[config.mk]
export PLATFORM = sky130hd
export DESIGN_NAME = nrdiv_core
export DESIGN_NICKNAME = d
export VERILOG_FILES = /design/src/rtl/nrdiv_pkg.sv /design/src/rtl/nrdiv_step.sv /design/src/rtl/nrdiv_fix.sv /design/src/rtl/nrdiv_ctrl.sv /design/src/rtl/nrdiv_core.sv
export SDC_FILE = /design/constraint.sdc
export NUM_CORES = 1
export LEC_CHECK = 0
export BUFFER_PORTS_ARGS = -buffer_cell sky130_fd_sc_hd__buf_2
export CORE_MARGIN = 3
export CORE_UTILIZATION = 50
export CTS_CLUSTER_DIAMETER = 100
export DETAILED_ROUTE_END_ITERATION = 6
export PLACE_DENSITY = 0.7
export SLEW_MARGIN = 20
export SYNTH_ARGS = -nofsm -noshare
export SYNTH_HDL_FRONTEND = slang
export SYNTH_SLANG_ARGS = --single-unit
[constraint.sdc]
create_clock -name clk -period 7.9 [get_ports clk]
set_input_delay 1.58 -clock clk [delete_from_list [all_inputs] [get_ports clk]]
set_output_delay 1.58 -clock clk [all_outputs]
set_load 0.01 [all_outputs]
[src/rtl/nrdiv_pkg.sv]
package nrdiv_pkg;
  typedef enum logic [0:0] {
    ST_IDLE = 1'b0,
    ST_RUN  = 1'b1
  } nrdiv_state_t;
endpackage

[src/rtl/nrdiv_step.sv]
// One non-restoring iteration: doubles the partial remainder and shifts in the next
// dividend bit, then adds or subtracts the divisor according to the previous sign.
module nrdiv_step #(
  parameter int W = 8
) (
  input  logic [W:0]   p_i,
  input  logic [W-1:0] a_i,
  input  logic [W-1:0] q_i,
  input  logic [W-1:0] d_i,
  output logic [W:0]   p_o,
  output logic [W-1:0] a_o,
  output logic [W-1:0] q_o
);
  logic [W:0] shifted;
  logic [W:0] dext;

  always_comb begin
    // Adder reads the partial remainder in shifted alignment: no separate shift cycle.
    shifted = {p_i[W-1:0], a_i[W-1]};
    dext    = {1'b0, d_i};
    p_o     = p_i[W] ? (shifted + dext) : (shifted - dext);
    a_o     = {a_i[W-2:0], 1'b0};
    q_o     = {q_i[W-2:0], ~p_o[W]};
  end
endmodule

[src/rtl/nrdiv_fix.sv]
// Output correction: a negative final partial remainder gets the divisor added back.
module nrdiv_fix #(
  parameter int W = 8
) (
  input  logic [W:0]   p_i,
  input  logic [W-1:0] d_i,
  output logic [W-1:0] r_o
);
  logic [W:0] restored;

  always_comb begin
    restored = p_i + {1'b0, d_i};
    r_o      = p_i[W] ? restored[W-1:0] : p_i[W-1:0];
  end
endmodule

[src/rtl/nrdiv_ctrl.sv]
module nrdiv_ctrl
  import nrdiv_pkg::*;
#(
  parameter int N = 8
) (
  input  logic clk,
  input  logic rst_n,
  input  logic start,
  output logic load,
  output logic step_en,
  output logic busy,
  output logic done
);
  localparam int CW = (N > 1) ? $clog2(N) : 1;

  nrdiv_state_t st_q, st_n;
  logic [CW-1:0] cnt_q, cnt_n;
  logic          done_n;

  always_comb begin
    load    = (st_q == ST_IDLE) && start;
    step_en = (st_q == ST_RUN);
    st_n    = st_q;
    cnt_n   = cnt_q;
    done_n  = 1'b0;
    if (load) begin
      st_n  = ST_RUN;
      cnt_n = '0;
    end else if (step_en) begin
      cnt_n = cnt_q + 1'b1;
      if (cnt_q == CW'(N - 1)) begin
        st_n   = ST_IDLE;
        cnt_n  = '0;
        done_n = 1'b1;
      end
    end
  end

  always_ff @(posedge clk or negedge rst_n) begin
    if (!rst_n) begin
      st_q   <= ST_IDLE;
      cnt_q  <= '0;
      done_q <= 1'b0;
    end else begin
      st_q   <= st_n;
      cnt_q  <= cnt_n;
      done_q <= done_n;
    end
  end

  logic done_q;
  assign done = done_q;
  assign busy = (st_q == ST_RUN);

  AST_DONE_ONE_CYCLE: assert property (@(posedge clk) disable iff (!rst_n)
    done |=> !done);

  AST_BUSY_ENDS_AT_DONE: assert property (@(posedge clk) disable iff (!rst_n)
    done |-> !busy);
endmodule

[src/rtl/nrdiv_core.sv]
module nrdiv_core #(
  parameter int W = 8,
  parameter int K = 1
) (
  input  logic         clk,
  input  logic         rst_n,
  input  logic         start,
  input  logic [W-1:0] dividend,
  input  logic [W-1:0] divisor,
  output logic         busy,
  output logic         done,
  output logic [W-1:0] quotient,
  output logic [W-1:0] remainder,
  output logic         div_zero
);
  localparam int N  = W / K;
  localparam int LW = $clog2(N + 1);

  logic load, step_en, en;

  logic [W:0]   p_q, p_n;
  logic [W-1:0] a_q, a_n;
  logic [W-1:0] q_q, q_n;
  logic [W-1:0] d_q, d_n;
  logic         z_q, z_n;

  logic [W:0]   p_c [K+1];
  logic [W-1:0] a_c [K+1];
  logic [W-1:0] q_c [K+1];

  nrdiv_ctrl #(.N(N)) u_ctrl (
    .clk     (clk),
    .rst_n   (rst_n),
    .start   (start),
    .load    (load),
    .step_en (step_en),
    .busy    (busy),
    .done    (done)
  );

  assign p_c[0] = p_q;
  assign a_c[0] = a_q;
  assign q_c[0] = q_q;

  for (genvar g = 0; g < K; g++) begin : g_chain
    nrdiv_step #(.W(W)) u_step (
      .p_i (p_c[g]),
      .a_i (a_c[g]),
      .q_i (q_c[g]),
      .d_i (d_q),
      .p_o (p_c[g+1]),
      .a_o (a_c[g+1]),
      .q_o (q_c[g+1])
    );
  end

  assign en = load | step_en;

  always_comb begin
    if (load) begin
      p_n = '0;
      a_n = dividend;
      q_n = '0;
      d_n = divisor;
      z_n = (divisor == '0);
    end else begin
      p_n = p_c[K];
      a_n = a_c[K];
      q_n = q_c[K];
      d_n = d_q;
      z_n = z_q;
    end
  end

  always_ff @(posedge clk or negedge rst_n) begin
    if (!rst_n) begin
      p_q <= '0;
      a_q <= '0;
      q_q <= '0;
      d_q <= '0;
      z_q <= 1'b0;
    end else if (en) begin
      p_q <= p_n;
      a_q <= a_n;
      q_q <= q_n;
      d_q <= d_n;
      z_q <= z_n;
    end
  end

  nrdiv_fix #(.W(W)) u_fix (
    .p_i (p_q),
    .d_i (d_q),
    .r_o (remainder)
  );

  assign quotient = q_q;
  assign div_zero = z_q;

  // Cycle counter kept for the latency check only.
  logic [LW-1:0] lat_q;
  always_ff @(posedge clk or negedge rst_n) begin
    if (!rst_n)       lat_q <= '0;
    else if (load)    lat_q <= '0;
    else if (step_en) lat_q <= lat_q + 1'b1;
  end

  AST_LATENCY: assert property (@(posedge clk) disable iff (!rst_n)
    done |-> (lat_q == LW'(N)));

  AST_BUSY_IGNORE: assert property (@(posedge clk) disable iff (!rst_n)
    (busy && start) |=> $stable(d_q));

  AST_REM_BELOW_DIV: assert property (@(posedge clk) disable iff (!rst_n)
    (done && !div_zero) |-> (remainder < d_q));

  AST_ZERO_FLAG: assert property (@(posedge clk) disable iff (!rst_n)
    done |-> (div_zero == (d_q == '0)));

  AST_HOLD_RESULT: assert property (@(posedge clk) disable iff (!rst_n)
    (!busy && !start) |=> ($stable(quotient) && $stable(remainder)));
endmodule

==> results.md <==
- Status: completed
- Register area: 976 um2
- Share of layout cells above drive strength 1: 22.6%
- R2R Path Start: d_q[2]$_DFFE_PN0P_
- Initial DRC Count: ~70
- Slew @ Worst Pin: 862 ps
- DR vias/cell: ~5.4
- CP Max Fanout: 5
- Worst hold stages: 2
- Hold_sp: a_q[4]$_DFFE_PN0P_
- R2R depth: 10
- Gates resized, CTS repair: 0
- Reg2Reg Capture Point: p_q[8]$_DFFE_PN0P_
- Max_cap viols: 0
- Die ar.: 0.00590 mm2
- Post-layout net count: 321
- CTS max path bufs: 2
- # diodes: 0
- Seq cells post-synth: 39
- Avg Inst Size Synth: between 10 and 15 um2
- Critical Path End Type: output port
- Fin. max-slew vios: 0
- Gr usage total: approximately 18%
- Clock tree from TritonCTS: built
- Worst-path clk slew: 70 ps
- Synth unique cells: 43
- Startpoint types: register
- Max_slew headroom: 42.3%
- Area leader, netlist: dfrtp_1
- Worst min-delay path endpoint: a_q[5]$_DFFE_PN0P_
- Core area: 0.00479 mm2
- Initial core utilization: a little over half
- Area of the multi-input gates: about 0.0014 mm2
- Clock Latency Late Sink: around 290 ps
- DIE HEIGHT: 76.8 um
- # hold bufs at CTS: 0
- DRC errors left: 0
- HPWL Detailed: 3410 um
- Post-synth EDFFs: 0
- Antenna violations before repair: 0
- WP data arrival: between 2000 and 2500 ps
- Die W: 76.8 um
- Crit Path Class: reg2out
- Seq/Total Area, Yosys: 39.0%
- Clk sink count: 39
- Post-CTS Setup Inserts: 0
- Final setup TNS: 0 ps
- Routed vias: 1898
- Final Wtd Congestion: about 0.82
- # setup viols final: 0
- Yosys warns: 0
- Top cells by area, synth: dfrtp_1, ha_1, mux2i_1
- H-Tree Depth: 2
- Netlist Area Pre-Place: about 0.0025 mm2
- Row count: 25
- Required @ worst endpoint: 6320 ps
- Min-delay worst type: reg2reg
- Fin crit share: 50.0%
- Total grt overflow: 0
- RSZ-0062 raised after global routing: false
- Fill count: 430
- First-pass GRT wire length: 8560 um
- Post-Syn Instances: around 250
- IO Port Bufs: 37
- Vias in the first global route: about 1800
- Routed Wire Length: between 4000 and 5000 um
- Top_reg_cell synth: dfrtp_1
- First-pass DRT Iterations: 4
- Final core occ: 59.5%
- Synth top area share: 39.0%
- Area grow syn2layout: 13.6%
- Commonest non-fill, non-tap cell in the layout: dfrtp_1
- Post-route ant nets: 0
- Highest clock rate: 253 MHz
- Clk Tree Root Cell: clkbuf_8
- Async set or reset register ratio after synthesis: 100%
- Routed len/inst: 14.0 um
- I/O Pins: 38
- Syn Nets: 288
- Fin crit period: 3950 ps
- CP startpoint: p_q[0]$_DFFE_PN0P_
- Fin Clk Skew: 4.84 ps
- R2r setup slk: ~5000 ps
- CTS Buf Count: 5
- Final hold violations: 0
- Pin count of the biggest net entering global routing: between 40 and 50
- Most frequent cells in the layout: dfrtp_1, buf_2, nor2_1
==> cell families (layout without fill, tap and decap cells) <==
logic type                 after synthesis  count (layout)  synth area share [%]
AOI/OAI and AO/OA                       58              58                  17.5
xor gates and xnor gates                17              17                  5.94
adders and majority gates               20              20                  10.6
buffers and inverters                   24              58                  3.90
DFF                                     39              39                  39.0
muxes                                   23              23                  9.69
and+or+nand+nor                         68              68                  13.4
==> cell type report <==
type                       instances  share of cell area [%]
multi-input combinational        186                    50.3
sequential                        39                    34.3
timing repair buffer              38                    6.77
tap                               67                    2.95
clock buffer                       6                    2.90
inverter                          12                    1.58
clock inverter                     2                    1.23
==> cells in the mapped netlist (2+ instances only) <==
cell type	n
a31oi_1	3
clkbuf_1	8
nand2b_1	7
nor2_1	19
nand2_1	18
inv_1	12
dfrtp_1	39
xor2_1	9
o21ai_0	17
nand3_1	2
nor2b_1	6
ha_1	18
xnor2_1	8
a22o_1	12
buf_2	3
a21oi_1	7
nor4b_1	2
mux2_2	10
nor3_1	5
o211ai_1	3
mux2i_1	13
a21o_1	3
a21oi_2	3
nor4_1	2
fa_1	2
==> state kept, by name, indices dropped and copies added, names as in the netlist <==
register and cells:
a_q 8, d_q 8, div_zero 1, p_q 9, quotient 8, u_ctrl.busy 1, u_ctrl.cnt_q 3, u_ctrl.done 1
==> worst max-delay path by stage <==
stage	endpoint	slack [ps]
6_report	remainder[4]	3950
3_3_place_gp	remainder[4]	4320
4_1_cts	remainder[4]	3930
3_5_place_dp	remainder[4]	4280
2_1_floorplan	remainder[4]	4550
5_1_grt	remainder[4]	3760
==> metal layers <==
layer  part of all wire (%)  global-route usage [%]  vias up  wire (um)
li1                       -                       -      951          -
met1                     50                    25.7      911       2460
met2                     45                    27.6       31       2180
met3                    3.4                    2.46        5        165
met4                    1.4                    6.34        0         70
met5                      0                       0        -          0
==> stage by stage <==
step           hold slack [ps]  std cells  cell area [um2]  worst slack (ps)
2_1_floorplan              452        249             2500              4550
3_3_place_gp               465        342             2730              4320
3_5_place_dp               479        342             2730              4280
4_1_cts                    496        350             2850              3930
5_1_grt                    531        350             2850              3760
6_report                   495        350             2850              3950
==> critical path, stage by stage (launching register included) <==
cell and delay (ps):
dfrtp_1 440, ha_1 230, inv_1 70, fa_1 410, nor2b_1 120, o21ai_0 100
a21oi_1 240, nor2_1 70, mux2_2 260, buf_2 140
Power is not shown: default switching activity piles up to over one toggle a cycle in this logic, so the estimate is an artifact.
